File: config.mk
export PLATFORM = sky130hd
export DESIGN_NAME = partprot_ctrl
export DESIGN_NICKNAME = d
export VERILOG_FILES = /design/src/rtl/partprot_pkg.sv /design/src/rtl/pp_sync.sv /design/src/rtl/pp_cycle.sv /design/src/rtl/pp_unlock.sv /design/src/rtl/pp_gate.sv /design/src/rtl/partprot_ctrl.sv
export SDC_FILE = /design/constraint.sdc
export NUM_CORES = 1
export LEC_CHECK = 0
export ABC_CLOCK_PERIOD_IN_PS = 6000
export BUFFER_PORTS_ARGS = -buffer_cell sky130_fd_sc_hd__buf_2
export CORE_MARGIN = 10
export CORE_UTILIZATION = 45
export DETAILED_ROUTE_END_ITERATION = 6
export GPL_TIMING_DRIVEN = 0
export SYNTH_ARGS = -nofsm -noshare
export SYNTH_HDL_FRONTEND = slang
export SYNTH_SLANG_ARGS = --single-unit
File: constraint.sdc
create_clock -name clk -period 6 [get_ports clk]
set_input_delay 1.2 -clock clk [delete_from_list [all_inputs] [get_ports clk]]
set_output_delay 1.2 -clock clk [all_outputs]
set_load 0.01 [all_outputs]
File: src/rtl/partprot_pkg.sv
package partprot_pkg;
  typedef enum logic [1:0] {
    CYC_NONE  = 2'd0,
    CYC_READ  = 2'd1,
    CYC_WRITE = 2'd2
  } cyc_kind_e;

  localparam int unsigned PART_W_DEF  = 4;
  localparam int unsigned PAT_LEN_DEF = 20;
endpackage

File: src/rtl/pp_sync.sv
module pp_sync #(
  parameter int unsigned W = 1,
  parameter logic [W-1:0] RST_VAL = '0
) (
  input  logic         clk,
  input  logic         rst_n,
  input  logic [W-1:0] d,
  output logic [W-1:0] q
);
  logic [W-1:0] meta_q;
  logic [W-1:0] sync_q;

  always_ff @(posedge clk or negedge rst_n) begin
    if (!rst_n) begin
      meta_q <= RST_VAL;
      sync_q <= RST_VAL;
    end else begin
      meta_q <= d;
      sync_q <= meta_q;
    end
  end

  assign q = sync_q;
endmodule

File: src/rtl/pp_cycle.sv
module pp_cycle
  import partprot_pkg::*;
#(
  parameter int unsigned PART_W = PART_W_DEF
) (
  input  logic              clk,
  input  logic              rst_n,
  input  logic              ce_s,
  input  logic              oe_s,
  input  logic              we_s,
  input  logic [PART_W-1:0] nib_in,
  output logic              cyc_valid,
  output cyc_kind_e         cyc_kind,
  output logic [PART_W-1:0] cyc_nib
);
  logic              ce_q, rd_q, wr_q;
  logic              rd_d, wr_d;
  logic [PART_W-1:0] nib_q, nib_d;
  logic              end_evt;

  assign end_evt = ce_s & ~ce_q;

  // accumulate strobe activity while CE is low
  always_comb begin
    rd_d  = rd_q;
    wr_d  = wr_q;
    nib_d = nib_q;
    if (!ce_s) begin
      rd_d  = rd_q | ~oe_s;
      wr_d  = wr_q | ~we_s;
      nib_d = nib_in;
    end else begin
      rd_d = 1'b0;
      wr_d = 1'b0;
    end
  end

  always_ff @(posedge clk or negedge rst_n) begin
    if (!rst_n) begin
      ce_q  <= 1'b1;
      rd_q  <= 1'b0;
      wr_q  <= 1'b0;
      nib_q <= '0;
    end else begin
      ce_q  <= ce_s;
      rd_q  <= rd_d;
      wr_q  <= wr_d;
      nib_q <= nib_d;
    end
  end

  assign cyc_valid = end_evt & (rd_q | wr_q);
  assign cyc_kind  = wr_q ? CYC_WRITE : (rd_q ? CYC_READ : CYC_NONE);
  assign cyc_nib   = nib_q;

  // a single CE pulse yields at most one cycle event
  a_r2_one_event_per_pulse: assert property (@(posedge clk) disable iff (!rst_n)
    cyc_valid |=> !cyc_valid);
endmodule

File: src/rtl/pp_unlock.sv
module pp_unlock
  import partprot_pkg::*;
#(
  parameter int unsigned PART_W  = PART_W_DEF,
  parameter int unsigned PAT_LEN = PAT_LEN_DEF,
  parameter logic [PAT_LEN*PART_W-1:0] UNLOCK_PAT = '0,
  localparam int unsigned PROT_W = 1 << PART_W,
  localparam int unsigned LOADS  = PROT_W / PART_W,
  localparam int unsigned STEPS  = PAT_LEN + LOADS,
  localparam int unsigned SW     = $clog2(STEPS)
) (
  input  logic              clk,
  input  logic              rst_n,
  input  logic              cyc_valid,
  input  cyc_kind_e         cyc_kind,
  input  logic [PART_W-1:0] cyc_nib,
  input  logic              pf_s,
  output logic [PROT_W-1:0] prot
);
  localparam logic [SW-1:0] LAST_STEP = SW'(STEPS - 1);
  localparam logic [SW-1:0] PAT_END   = SW'(PAT_LEN);

  logic [SW-1:0]     step_q, step_d;
  logic [PROT_W-1:0] prot_q, prot_d;
  logic [SW-1:0]     pat_idx;
  logic [PART_W-1:0] want_nib;
  logic              in_load;
  logic [SW-1:0]     load_idx;
  logic              is_rd, is_wr;

  assign is_rd    = cyc_valid && (cyc_kind == CYC_READ);
  assign is_wr    = cyc_valid && (cyc_kind == CYC_WRITE);
  assign in_load  = (step_q >= PAT_END);
  assign pat_idx  = in_load ? '0 : step_q;
  assign want_nib = UNLOCK_PAT[pat_idx*PART_W +: PART_W];
  assign load_idx = in_load ? (step_q - PAT_END) : '0;

  always_comb begin
    step_d = step_q;
    prot_d = prot_q;
    if (pf_s) begin
      step_d = '0;
    end else if (is_wr) begin
      step_d = '0;
    end else if (is_rd) begin
      if (!in_load) begin
        step_d = (cyc_nib == want_nib) ? step_q + 1'b1 : '0;
      end else begin
        for (int g = 0; g < int'(LOADS); g++) begin
          if (load_idx == SW'(g)) prot_d[g*PART_W +: PART_W] = cyc_nib;
        end
        step_d = (step_q == LAST_STEP) ? '0 : step_q + 1'b1;
      end
    end
  end

  always_ff @(posedge clk or negedge rst_n) begin
    if (!rst_n) begin
      step_q <= '0;
      prot_q <= '0;
    end else begin
      step_q <= step_d;
      prot_q <= prot_d;
    end
  end

  assign prot = prot_q;

  // a write cycle always sends the matcher back to the start
  a_r4_write_restarts: assert property (@(posedge clk) disable iff (!rst_n)
    is_wr |=> (step_q == '0));
  // the step counter never leaves its range
  a_r3_step_range: assert property (@(posedge clk) disable iff (!rst_n)
    step_q <= LAST_STEP);
  // protect bits move only on a load read
  a_r9_prot_hold: assert property (@(posedge clk) disable iff (!rst_n)
    !(is_rd && in_load && !pf_s) |=> $stable(prot_q));
  // synchronized power fail holds the matcher at the start
  a_r7_pf_clears_step: assert property (@(posedge clk) disable iff (!rst_n)
    pf_s |=> (step_q == '0));
endmodule

File: src/rtl/pp_gate.sv
module pp_gate #(
  parameter int unsigned PART_W = 4,
  localparam int unsigned PROT_W = 1 << PART_W
) (
  input  logic              clk,
  input  logic              rst_n,
  input  logic              ce_n,
  input  logic              oe_n,
  input  logic              we_n,
  input  logic [PART_W-1:0] part,
  input  logic [PROT_W-1:0] prot,
  input  logic              pwr_fail,
  output logic              ram_we_n,
  output logic              dout_en
);
  logic blocked;

  assign blocked  = prot[part] | pwr_fail;
  assign ram_we_n = we_n | blocked;
  assign dout_en  = ~ce_n & ~oe_n & we_n & ~pwr_fail;

  // power failure locks writes and drivers
  a_r7_pf_lockout: assert property (@(posedge clk) disable iff (!rst_n)
    pwr_fail |-> (ram_we_n && !dout_en));
  // a low write enable never coexists with enabled drivers
  a_r8_we_disables: assert property (@(posedge clk) disable iff (!rst_n)
    !we_n |-> !dout_en);
endmodule

File: src/rtl/partprot_ctrl.sv
module partprot_ctrl
  import partprot_pkg::*;
#(
  parameter int unsigned ADDR_W  = 19,
  parameter int unsigned PART_W  = PART_W_DEF,
  parameter int unsigned PAT_LEN = PAT_LEN_DEF,
  parameter logic [PAT_LEN*PART_W-1:0] UNLOCK_PAT = 80'h5A3C96E10F7B2D84C6E9,
  localparam int unsigned PROT_W = 1 << PART_W
) (
  input  logic              clk,
  input  logic              rst_n,
  input  logic              ce_n,
  input  logic              oe_n,
  input  logic              we_n,
  input  logic [ADDR_W-1:0] addr,
  input  logic              pwr_fail,
  output logic              ram_we_n,
  output logic              dout_en,
  output logic              pwr_warn
);
  logic              rst_meta, rst_sync;
  logic [3:0]        strb_s;
  logic              pf_s;
  logic [PART_W-1:0] part;
  logic              cyc_valid;
  cyc_kind_e         cyc_kind;
  logic [PART_W-1:0] cyc_nib;
  logic [PROT_W-1:0] prot;

  // asynchronous assert, synchronous release
  always_ff @(posedge clk or negedge rst_n) begin
    if (!rst_n) begin
      rst_meta <= 1'b0;
      rst_sync <= 1'b0;
    end else begin
      rst_meta <= 1'b1;
      rst_sync <= rst_meta;
    end
  end

  assign part = addr[ADDR_W-1 -: PART_W];

  pp_sync #(.W(4), .RST_VAL(4'b0111)) u_sync (
    .clk   (clk),
    .rst_n (rst_sync),
    .d     ({pwr_fail, we_n, oe_n, ce_n}),
    .q     (strb_s)
  );
  assign pf_s     = strb_s[3];
  assign pwr_warn = pf_s;

  pp_cycle #(.PART_W(PART_W)) u_cycle (
    .clk       (clk),
    .rst_n     (rst_sync),
    .ce_s      (strb_s[0]),
    .oe_s      (strb_s[1]),
    .we_s      (strb_s[2]),
    .nib_in    (part),
    .cyc_valid (cyc_valid),
    .cyc_kind  (cyc_kind),
    .cyc_nib   (cyc_nib)
  );

  pp_unlock #(.PART_W(PART_W), .PAT_LEN(PAT_LEN), .UNLOCK_PAT(UNLOCK_PAT)) u_unlock (
    .clk       (clk),
    .rst_n     (rst_sync),
    .cyc_valid (cyc_valid),
    .cyc_kind  (cyc_kind),
    .cyc_nib   (cyc_nib),
    .pf_s      (pf_s),
    .prot      (prot)
  );

  pp_gate #(.PART_W(PART_W)) u_gate (
    .clk      (clk),
    .rst_n    (rst_sync),
    .ce_n     (ce_n),
    .oe_n     (oe_n),
    .we_n     (we_n),
    .part     (part),
    .prot     (prot),
    .pwr_fail (pwr_fail),
    .ram_we_n (ram_we_n),
    .dout_en  (dout_en)
  );

  // no protection directly after reset
  a_r1_reset_clear: assert property (@(posedge clk) disable iff (!rst_sync)
    $rose(rst_sync) |-> (prot == '0));
endmodule

==> out/results.tsv <==
metric	value	unit
RSZ-0062 raised after global routing	false	
Max-Cap Viols	0	
setup TNS	0	ns
share of layout cells above drive strength 1	40.5	%
Worst Path Required	4.80	ns
post-synthesis cell count	170	
TritonCTS clock tree	done	
Yosys cell types	55	
Max clock buf depth	2	
WP data arrival	2.86	ns
CP Max Fanout	5	
# setup viols final	0	
DRC	0	
# diodes	0	
ys async rst share	100	%
number of synthesized flops with an enable pin	0	
min cycle time layout	4.06	ns
# H-tree levels	2	
gr usage total	11.5	%
Setup Buffers After CTS	0	
# rows	24	
post-route clock skew	0.00357	ns
Worst slew margin	48.3	%
Main synth FF type	dfrtp_1	
pwr dens	209	nW/µm²
I/O Buffers	12	
WS Path Type	in -> out	
initial antenna violation count	0	
synthesis-stage register bit count	38	
CP Capture Type	output pin	
clock slew at reported path FFs	0.07	ns
DIE WIDTH	88.4	µm
Remaining Overflow, GRT	0	
FF-to-FF setup slack	2.74	ns
share of the synthesized area in the top cell type	36.9	%
via count	1428	
setup ws final	1.94	ns
insertion delay to the later sink of the worst-skew pair	0.29	ns
reg-to-reg endpoint	u_unlock.step_q[3]	
worst slew pin tran	0.775	ns
Inserted Clock Buffers	5	
Pre-Repair DR Iteration Count	5	
vias in the first global route	1451	
vias per cell	5.90	
HP Class	reg -> async	
Reg area	961	µm²
average footprint of a synthesized cell	12.4	µm²
Hold Vio Cnt, Final	0	
Setup Slack @ Placement	1.92	ns
Worst VDD drop	0.162	mV
PostCTS Resize Cnt	0	
post-synthesis sequential area ratio	45.6	%
syn_nets	203	
IO Pins	28	
Core Util, Final	52.2	%
Nets	222	
Die ar.	7810	µm²
HPWL after DPL	3.14	mm
Post-Layout Cell Count	242	
FILL cells	404	
leakage power	1.00	nW
gpl congestion	0.850	
status	completed	
Reg2Reg Depth	13	
CP Launch Type	input port	
routed len/inst	17.8	µm
CTS sink count	38	
hold_ws	0.347	ns
largest cells by area after synthesis	dfrtp_1 37%, mux2_2 11%, dfstp_2 8.7%, mux4_2 5.4%, ha_1 4.8%	
largest net degree at the start of global routing	37	
global-route wire length before repair	7.05	mm
Post-CTS Hold Buffers	0	
yosys warns	0	
fin crit share	67.7	%
cell area after synthesis	2100	µm²
total wire length	4.32	mm
worst r2r src	u_unlock.step_q[2]	
initial drt markers	128	
Starting Density	47.3	%
leading area contributor after synthesis	dfrtp_1	
core area	4440	µm²
Die Y	88.4	µm
Multi-input gate area	1030	µm²
area grow syn2layout	10.4	%
Final Max Slew Viols	0	
root buf cell	clkbuf_8	
Max Fclk	246	MHz
DRT antenna net count	0	
# placed instances	234	
-- cells by family after synthesis --
kind of cell	synth area share [%]
xor+xnor	0.833
mux	16.1
flops	45.6
simple gates	14.8
other cells	0.178
buf+inv	5.53
compound gates	12.2
fa+ha+maj	4.76
-- final cells by class --
type | instances | area share [%]
buffer | 9 | 3.23
clock buffer | 7 | 3.72
clock inverter | 1 | 0.216
inverter | 11 | 1.78
multi-input combinational | 112 | 44.3
sequential | 38 | 41.4
tap | 52 | 2.80
timing repair buffer | 12 | 2.59
-- synthesized netlist by cell type, types with 2 or more instances --
| cell type | count |
|---|---|
| a21oi_1 | 8 |
| a31oi_1 | 2 |
| and3_1 | 2 |
| buf_4 | 3 |
| buf_6 | 4 |
| clkbuf_1 | 2 |
| dfrtp_1 | 31 |
| dfstp_2 | 7 |
| ha_1 | 8 |
| inv_1 | 10 |
| mux2_2 | 20 |
| mux4_2 | 5 |
| nand2_1 | 5 |
| nand2b_1 | 3 |
| nand3_1 | 3 |
| nor2_1 | 6 |
| nor2b_1 | 2 |
| nor3_1 | 2 |
| nor3_2 | 3 |
| nor3b_1 | 4 |
| o21ai_0 | 5 |
| o221ai_1 | 2 |
-- worst max-delay path by stage --
stage / slack [ns] / end / startpoint
floorplan: 2.33 / ram_we_n / addr[15]
CTS: 1.92 / ram_we_n / addr[15]
global placement: 1.94 / ram_we_n / addr[15]
finish: 1.94 / ram_we_n / addr[15]
detailed placement: 1.92 / ram_we_n / addr[15]
global route: 1.90 / ram_we_n / addr[15]
-- report_power, final --
| part | total, W | leakage [nW] | internal [W] | switching [W] |
|---|---|---|---|---|
| clock network | 0.000179 | 0.0482 | 0.0000926 | 0.0000863 |
| logic | 0.0000286 | 0.476 | 0.0000147 | 0.0000139 |
| registers | 0.000279 | 0.475 | 0.000267 | 0.0000120 |
| total | 0.000486 | 1.00 | 0.000374 | 0.000112 |
-- layer usage --
layer | share of wire (%) | routed length (µm) | global-route usage [%] | up-vias
li1 | - | - | - | 657
met1 | 44 | 1910 | 14.5 | 729
met2 | 50 | 2140 | 18.1 | 35
met3 | 5.1 | 222 | 3.31 | 7
met4 | 1.2 | 51 | 4.70 | 0
met5 | 0 | 0 | 0 | -
-- layout by cell type (no fill, tap or decap), drive strengths merged, types with 3 or more instances in the layout --
| cell | Yosys | final |
|---|---|---|
| o21ai | 7 | 7 |
| nor2 | 6 | 6 |
| buf | 7 | 19 |
| clkbuf | 2 | 9 |
| mux2 | 20 | 20 |
| dfstp | 7 | 7 |
| mux4 | 5 | 5 |
| nor3 | 5 | 5 |
| nand3 | 4 | 4 |
| dfrtp | 31 | 31 |
| or3 | 3 | 3 |
| nand2 | 5 | 5 |
| nor3b | 4 | 4 |
| a21oi | 8 | 8 |
| ha | 8 | 8 |
| nand2b | 4 | 4 |
| inv | 11 | 11 |
-- metrics by stage --
| stage | area [µm²] | total power, W |
|---|---|---|
| floorplan | 2100 | 0.000298 |
| global route | 2320 | 0.000504 |
| detailed placement | 2230 | 0.000312 |
| finish | 2320 | 0.000486 |
| global placement | 2230 | 0.000310 |
| CTS | 2320 | 0.000490 |
-- state kept, by name, summed over array words and instances (netlist names) --
register         count
rst_sync             1
u_unlock.prot       16
rst_meta             1
u_cycle.wr_q         1
u_unlock.step_q      5
u_cycle.rd_q         1
u_sync.q             4
u_cycle.ce_q         1
u_sync.meta_q        4
u_cycle.cyc_nib      4
-- worst max-delay path, cell delays in order --
cell and delay [ns]:
buf_2 0.18, mux4_2 0.54, mux4_2 0.47, or3_1 0.32
buf_2 0.15
Note: power is estimated with default switching activity, not from simulation.
